==> src/rtl/modadd_pkg.sv <==
package modadd_pkg;
  // Prefix operator: (g_hi,p_hi) o (g_lo,p_lo) -> {G,P}
  function automatic logic [1:0] gp_merge(input logic g_hi, input logic p_hi,
                                          input logic g_lo, input logic p_lo);
    return {g_hi | (p_hi & g_lo), p_hi & p_lo};
  endfunction
endpackage

==> src/rtl/modadd_pre.sv <==
module modadd_pre #(
  parameter int unsigned N = 8,
  parameter int unsigned K = 4
) (
  input  logic [N-1:0] a_i,
  input  logic [N-1:0] b_i,
  output logic [N-1:0] g_o,
  output logic [N-1:0] q_o,
  output logic [N-1:0] p_o,
  output logic         cn_o
);
  logic [N-1:0] h;
  logic [N:0]   cv;

  assign cv[0] = 1'b0;
  assign p_o   = a_i ^ b_i;
  assign cn_o  = cv[N];

  for (genvar i = 0; i < N; i++) begin : g_bit
    if (i == 0 || i == K) begin : g_one
      // constant bit of T is one: full adder with third input tied high
      assign h[i]    = ~(a_i[i] ^ b_i[i]);
      assign cv[i+1] = a_i[i] | b_i[i];
    end else begin : g_zero
      assign h[i]    = a_i[i] ^ b_i[i];
      assign cv[i+1] = a_i[i] & b_i[i];
    end
    assign g_o[i] = h[i] & cv[i];
    assign q_o[i] = h[i] ^ cv[i];
  end
endmodule

==> src/rtl/modadd_sklansky.sv <==
module modadd_sklansky #(
  parameter int unsigned W = 4
) (
  input  logic [W-1:0] g_i,
  input  logic [W-1:0] p_i,
  output logic [W-1:0] g_o,
  output logic [W-1:0] p_o
);
  import modadd_pkg::*;
  localparam int unsigned LV = $clog2(W);

  logic [W-1:0] gl [LV+1];
  logic [W-1:0] pl [LV+1];

  assign gl[0] = g_i;
  assign pl[0] = p_i;

  for (genvar l = 0; l < LV; l++) begin : g_lvl
    for (genvar i = 0; i < W; i++) begin : g_node
      if (((i >> l) & 1) == 1) begin : g_op
        localparam int J = ((i >> l) << l) - 1;
        assign {gl[l+1][i], pl[l+1][i]} = gp_merge(gl[l][i], pl[l][i], gl[l][J], pl[l][J]);
      end else begin : g_pass
        assign gl[l+1][i] = gl[l][i];
        assign pl[l+1][i] = pl[l][i];
      end
    end
  end

  assign g_o = gl[LV];
  assign p_o = pl[LV];
endmodule

==> src/rtl/modadd_carry.sv <==
module modadd_carry #(
  parameter int unsigned N = 8,
  parameter int unsigned K = 4
) (
  input  logic [N-1:0] g_i,
  input  logic [N-1:0] q_i,
  output logic [N:0]   kt_o   // kt_o[i]: carry into bit i of A+B+T, kt_o[N]: prefix carry-out
);
  localparam int unsigned WH = N - K;

  logic [K-1:0]  gl, pl;
  logic [WH-1:0] gh, ph;
  logic          clo;

  modadd_sklansky #(.W(K)) u_lo (
    .g_i(g_i[K-1:0]), .p_i(q_i[K-1:0]), .g_o(gl), .p_o(pl)
  );

  modadd_sklansky #(.W(WH)) u_hi (
    .g_i(g_i[N-1:K]), .p_i(q_i[N-1:K]), .g_o(gh), .p_o(ph)
  );

  assign clo     = gl[K-1];
  assign kt_o[0] = 1'b0;

  for (genvar i = 0; i < K; i++) begin : g_lo_c
    assign kt_o[i+1] = gl[i];
  end

  for (genvar j = 0; j < WH; j++) begin : g_hi_c
    assign kt_o[K+1+j] = gh[j] | (ph[j] & clo);
  end
endmodule

==> src/rtl/modadd_fix.sv <==
module modadd_fix #(
  parameter int unsigned N = 8,
  parameter int unsigned K = 4
) (
  input  logic [N-1:0] q_i,
  input  logic [N-1:0] p_i,
  input  logic [N:0]   kt_i,
  input  logic         cn_i,
  output logic [N-1:0] r_o,
  output logic         sel_o
);
  logic [N-1:0] y, z, w, cp;
  logic [N:0]   bw1, bw2;

  assign y     = q_i ^ kt_i[N-1:0];
  assign sel_o = cn_i | kt_i[N];

  // first correction: remove the one at bit 0
  always_comb begin
    bw1[0] = 1'b1;
    for (int i = 0; i < N; i++) bw1[i+1] = bw1[i] & ~y[i];
    z = y ^ bw1[N-1:0];
  end

  // second correction: remove the one at bit K
  always_comb begin
    bw2 = '0;
    bw2[K] = 1'b1;
    for (int i = K; i < N; i++) bw2[i+1] = bw2[i] & ~z[i];
    for (int i = 0; i < N; i++) w[i] = (i >= K) ? (z[i] ^ bw2[i]) : z[i];
  end

  assign cp  = p_i ^ w;
  assign r_o = sel_o ? kt_i[N-1:0] : cp;
endmodule

==> src/rtl/rns_mod_adder.sv <==
module rns_mod_adder #(
  parameter int unsigned N = 8,
  parameter int unsigned K = 4
) (
  input  logic [N-1:0] a_i,
  input  logic [N-1:0] b_i,
  output logic [N-1:0] sum_o
);
  logic [N-1:0] g, q, p, r;
  logic [N:0]   kt;
  logic         cn, sel;

  modadd_pre #(.N(N), .K(K)) u_pre (
    .a_i(a_i), .b_i(b_i), .g_o(g), .q_o(q), .p_o(p), .cn_o(cn)
  );

  modadd_carry #(.N(N), .K(K)) u_carry (
    .g_i(g), .q_i(q), .kt_o(kt)
  );

  modadd_fix #(.N(N), .K(K)) u_fix (
    .q_i(q), .p_i(p), .kt_i(kt), .cn_i(cn), .r_o(r), .sel_o(sel)
  );

  assign sum_o = sel ? (q ^ r) : (p ^ r);
endmodule

==> config.mk <==
export PLATFORM = sky130hd
export DESIGN_NAME = rns_mod_adder
export DESIGN_NICKNAME = d
export VERILOG_FILES = /design/src/rtl/modadd_pkg.sv /design/src/rtl/modadd_pre.sv /design/src/rtl/modadd_sklansky.sv /design/src/rtl/modadd_carry.sv /design/src/rtl/modadd_fix.sv /design/src/rtl/rns_mod_adder.sv
export SDC_FILE = /design/constraint.sdc
export NUM_CORES = 1
export LEC_CHECK = 0
export ABC_AREA = 0
export CAP_MARGIN = 20
export CELL_PAD_IN_SITES_DETAIL_PLACEMENT = 1
export CELL_PAD_IN_SITES_GLOBAL_PLACEMENT = 1
export CORE_MARGIN = 5
export CORE_UTILIZATION = 37
export DETAILED_ROUTE_END_ITERATION = 10
export PLACE_DENSITY = 0.92
export RECOVER_POWER = 50
export SYNTH_ARGS = -nofsm -noshare
export SYNTH_HDL_FRONTEND = slang
export SYNTH_SLANG_ARGS = --single-unit
==> constraint.sdc <==
create_clock -name vclk -period 5.5
set_input_delay 0.55 -clock vclk [all_inputs]
set_output_delay 0.55 -clock vclk [all_outputs]
set_load 0.05 [all_outputs]
After elaboration in Yosys (flattened, before gate mapping). Index checks and enable logic that the tools add are counted.

Shift-type cells: 0. Reduce and logical (&&, ||, !) cells: 0. Div/mod/pow operators: 0. $mul: 0. Equal/unequal tests: 0. Magnitude comparators: 0. Bitwise operators: 87. Add/sub/neg operators: 0. Multiplexer cells: 2.

Operator list (number): 8-bit XOR (6); 1-bit AND (37); 1-bit XOR (18); 8-bit 2-to-1 mux (2); 1-bit OR (14); 1-bit inverter (12).

Register bits after elaboration: 0. Logic and storage cells: 89. Memory bits (writable): 0. Output and inout port bits: 8. Memories: 0. Latch bits: 0. Bits in read-only memories: 0.

Depth between registers and ports, before layout. Gate-level depths: netlist of run 1.

Word-level depth: 25. Depth in mapped cells: 16.

Hierarchy. A second synthesis of run 1 with hierarchy kept.

Cells, all modules: 110. Area, all modules: 924.6 um2.

By module, submodules not included: modadd_fix (area an instance 355.3 um2, cells each 44, seq. area each 0.0 um2, instances 1); modadd_pre (area an instance 229.0 um2, cells each 25, seq. area each 0.0 um2, instances 1); rns_mod_adder (area an instance 161.4 um2, cells each 17, seq. area each 0.0 um2, instances 1); modadd_sklansky (area an instance 68.8 um2, cells each 9, seq. area each 0.0 um2, instances 2); modadd_carry (area an instance 41.3 um2, cells each 6, seq. area each 0.0 um2, instances 1).

Least setup slack after synthesis of run 1. OpenSTA, ideal clock, no wires.

Path type: input to output. Start point: input port a_i[1]. End point: output port sum_o[7]. Arrival time: 4.066 ns. Setup slack: 0.884 ns. Stages: 13. Path buffers: 0. Cell sequence: ha_1 -> ha_1 -> maj3_2 -> a21oi_1 -> fa_1 -> ha_1 -> ha_1 -> ha_1 -> ha_1 -> xor2_1 -> nand2_1 -> xnor2_1 -> mux2i_1.

Cells in the longest elaborated chain, start to end: 18. Elaborated cells between the ends (all ways): 47.

RTL lines: start: declaration (line rns_mod_adder.sv:5) `input logic [N-1:0] a_i,`; 1-bit AND (line modadd_pre.sv:26) `assign cv[i+1] = a_i[i] & b_i[i];`; 1-bit AND / 1-bit XOR (equally long branches) (line modadd_pre.sv:28, modadd_pre.sv:29); 1-bit AND (line modadd_pkg.sv:5) `return {g_hi | (p_hi & g_lo), p_hi & p_lo};`; 1-bit OR / 1-bit AND (equally long branches) (line modadd_pkg.sv:5); 1-bit OR (line modadd_pkg.sv:5); 1-bit AND (line modadd_carry.sv:31) `assign kt_o[K+1+j] = gh[j] | (ph[j] & clo);`; 1-bit OR (line modadd_carry.sv:31); 8-bit XOR (line modadd_fix.sv:15) `assign y = q_i ^ kt_i[N-1:0];`; [... 2 more ...]; 8-bit XOR (line modadd_fix.sv:22) `z = y ^ bw1[N-1:0];`; 1-bit inverter (line modadd_fix.sv:29) `for (int i = K; i < N; i++) bw2[i+1] = bw2[i] & ~z[i];`; 1-bit AND (line modadd_fix.sv:29); 1-bit XOR (line modadd_fix.sv:30) `for (int i = 0; i < N; i++) w[i] = (i >= K) ? (z[i] ^ bw2[i]) : z[i];`; 8-bit XOR (line modadd_fix.sv:33) `assign cp = p_i ^ w;`; 8-bit 2-to-1 mux (line modadd_fix.sv:34) `assign r_o = sel_o ? kt_i[N-1:0] : cp;`; 8-bit XOR (line rns_mod_adder.sv:25) `assign sum_o = sel ? (q ^ r) : (p ^ r);`; 8-bit 2-to-1 mux (*) (line rns_mod_adder.sv:25); end: declaration (line rns_mod_adder.sv:7) `output logic [N-1:0] sum_o`.

Every way passes the cells marked *; elsewhere a longest branch is shown, timed or not.

Final worst setup path of run 1.
Start point: input port a_i[1]. End point: output port sum_o[6].

Cells in the longest elaborated chain, start to end: 16. Elaborated cells between the ends (all ways): 41.

RTL lines (line): 1-bit AND / 1-bit XOR (equally long branches) (modadd_pre.sv:26, modadd_pre.sv:25); 1-bit AND / 1-bit XOR (equally long branches) (modadd_pre.sv:28, modadd_pre.sv:29); 1-bit AND / 8-bit XOR (equally long branches) (modadd_pkg.sv:5, modadd_fix.sv:15); 1-bit OR (tied with other cells) (2 in series) (modadd_pkg.sv:5); 1-bit AND (tied with other cells) (modadd_carry.sv:31); 1-bit OR (tied with other cells) (modadd_carry.sv:31); 8-bit XOR / 1-bit AND (equally long branches) (modadd_fix.sv:15, modadd_fix.sv:21); 1-bit inverter / 8-bit XOR (equally long branches) (modadd_fix.sv:21, modadd_fix.sv:22); 1-bit AND / 1-bit inverter (equally long branches) (modadd_fix.sv:21, modadd_fix.sv:29); 8-bit XOR / 1-bit AND (equally long branches) (modadd_fix.sv:22, modadd_fix.sv:29); 1-bit XOR (modadd_fix.sv:30); 8-bit XOR (modadd_fix.sv:33); 8-bit 2-to-1 mux (modadd_fix.sv:34); 8-bit XOR (rns_mod_adder.sv:25); 8-bit 2-to-1 mux (*) (rns_mod_adder.sv:25).

Marks and branches as above.

==> results.md, run 1 <==
* Data arrival, critical path at 4.53 ns
* Hold depth at 7
* # IOs at 24
* Final WL at 1490 um
* Syn Inst Count at 71
* Initial antenna violation count at 0
* Largest area contributor in the netlist: ha_1
* Critical path cell sequence: clkdlybuf4s50_1, ha_1, ha_1, maj3_2, a21oi_1, fa_1, ha_1, ha_1, ha_1, ha_1, mux2i_1, clkdlybuf4s50_1
* Most frequent cells in the layout: ha_1, clkdlybuf4s50_1, inv_1
* Placed insts at 120
* Vias/cell at 4.95
* DRC at 0
* Largest net degree at the start of global routing at 8
* Number of global-route vias before repair at 623
* Starting Density at 38.1%
* HP Start: b_i[7]
* Slowest-stage cell, CP: clkdlybuf4s50_1
* Crit. End Element: primary output
* Area of the multi-input gates at 613 sq um
* WL/cell at 12.4 um
* Largest family of logic cells by synthesized area: adder cells
* Post-synth cell types at 23
* Horiz. Die Dim at 51.9 um
* Most common cell after layout, fill and taps aside: ha_1
* Hold worst-path end: sum_o[7]
* Post-CTS resize count at 0
* Max-cap violations at 0
* Share of cells above drive strength 1 at 7.37%
* P_leak at 0.476 nW
* Setup_tns at 0 ns
* ANT nets after route at 0
* Critical path type: primary input to primary output
* IR drop worst, VDD at 0.215 mV
* Syn nets at 111
* Pre-CTS setup slack at 0.396 ns
* Global Route Usage Sum at 11.2%
* Area post-placement at 920 sq um
* Worst Path Max Fanout at 3
* Final Non-Filler Cells at 120
* Crit-path max cell delay at 0.81 ns
* FMAX at 0.197 GHz
* Final #Nets at 137
* Worst EP required at 4.95 ns
* Post-CTS Repair Setup Buffers at 0
* Antenna Cells at 0
* HPWL Detailed at 1370 um
* WHS at 2.16 ns
* Final setup viols at 0
* Fin util at 53.8%
* RSZ-0062 raised after global routing: no
* Fill count at 208
* Status: complete, no violations
* PD cells at 292 nW/um^2
* Post-synthesis compound-gate area fraction at 13.5%
* Synth warnings at 0
* Fraction of the mapped netlist area in simple logic gates at 7.31%
* Post-synthesis mux area share at 12.3%
* Drt first pass iters at 4
* Number of port buffers at 24
* Worst Hold Class: primary input to primary output
* XOR/XNOR Fraction of Synth Area at 12.1%
* Synth top area cells: ha_1, mux2i_1, xor2_1
* Adder-cell share of the synthesized area at 49.0%
* Netlist Area Pre-Place at 651 sq um
* PnR worst setup slack at 0.418 ns
* CP Launch Type: primary input
* Sequential cell count at 0
* Rows at 15
* GPL Wtd Cong at 0.694
* Final critical-path required period at 5.08 ns
* Final Hold Fails at 0
* Final Power at 268 uW
* Via count at 594
* Sequential fraction of the synthesis area at 0%
* Tcrit/Tclk final at 92.4%
* Clk_buf instances at 0
* Overflow after GRT at 0
* Cell mode on critical path: ha_1
* Layout overhead on the synthesized area at 41.3%
* Mean Syn Cell Area at 9.16 sq um
* Share of the synthesized area in the top cell type at 44.2%
* Total core area at 1710 sq um
* Critical Path Start: a_i[1]
* Die area at 2700 sq um
* Cts hold-fix bufs at 0
* Max Slew Vio Count at 0
* Die height at 51.9 um
* Slew at the pin with the worst max-slew slack at 0.514 ns
* Slew headroom at 65.6%
* First-pass GRT wire length at 2410 um
* FF/Latch Area at 0 sq um
* Final Instance Area at 920 sq um
* Starting DRT DRC Count at 4
[worst max path at each step]
stage	end	slack (ns)	cells past startpoint
after floorplan	sum_o[7]	0.88	13
after global placement	sum_o[6]	0.49	12
after detailed placement	sum_o[6]	0.40	12
after CTS	sum_o[6]	0.39	12
after global routing	sum_o[6]	0.23	12
final	sum_o[6]	0.42	12
[power by group]
part	switching (mW)	internal [mW]
sequential	0	0
clock	0	0
combinational	0.165	0.103
total	0.165	0.103
[per-layer routing]
layer  up-vias  GRT usage, %  part of all wire, %
li1        297             -                    -
met1       275          11.4                   38
met2        20          23.4                   56
met4         0          3.06                  1.5
met5         -             0                    0
met3         2         0.573                  3.8
[layout make-up]
cell class / instances / share of cell area [%]
well taps: 25 / 3.40
repair buffers: 24 / 25.9
inverters: 10 / 4.08
multi-input cells: 61 / 66.7
[synthesized netlist by cell type]
master    count
o21bai_1      1
xor2_1        5
mux2i_1       5
xnor2_1       4
nand2_1       2
o211a_4       1
a21oi_1       3
o22ai_1       1
a21o_1        1
inv_1        10
a211oi_1      1
nand3b_1      1
maj3_2        1
o21ai_0       2
nor2_1        2
fa_1          1
or2_2         1
and2_1        1
mux2_4        2
o21ai_4       1
nor2b_1       1
ha_1         23
nand2b_1      1
[cells by family (layout without fill, tap and decap cells)]
family / after synthesis / after routing
buffers and inverters: 10 / 34
AO/OA/AOI/OAI: 11 / 11
adder cells (fa/ha/maj): 25 / 25
multiplexers: 7 / 7
AND/OR/NAND/NOR: 9 / 9
XOR/XNOR: 9 / 9
[worst max-delay path: cells and delay by family]
kind,cells,cell delay [ns]
buffers and inverters,2,1.21
multiplexers,1,0.13
adder cells (fa/ha/maj),8,2.36
AO/OA/AOI/OAI,1,0.27
Power figures use the tool's default switching activity.
==> inputs of run 2 (changes only) <==
--- a/config.mk
+++ b/config.mk
@@ -14,6 +14,8 @@
 export DETAILED_ROUTE_END_ITERATION = 10
 export PLACE_DENSITY = 0.92
 export RECOVER_POWER = 50
+export SETUP_SLACK_MARGIN = 0.02
+export SLEW_MARGIN = 20
 export SYNTH_ARGS = -nofsm -noshare
 export SYNTH_HDL_FRONTEND = slang
 export SYNTH_SLANG_ARGS = --single-unit
==> results of run 2 <==
No change in the layout: final DEF, timing and power equal those of run 1.
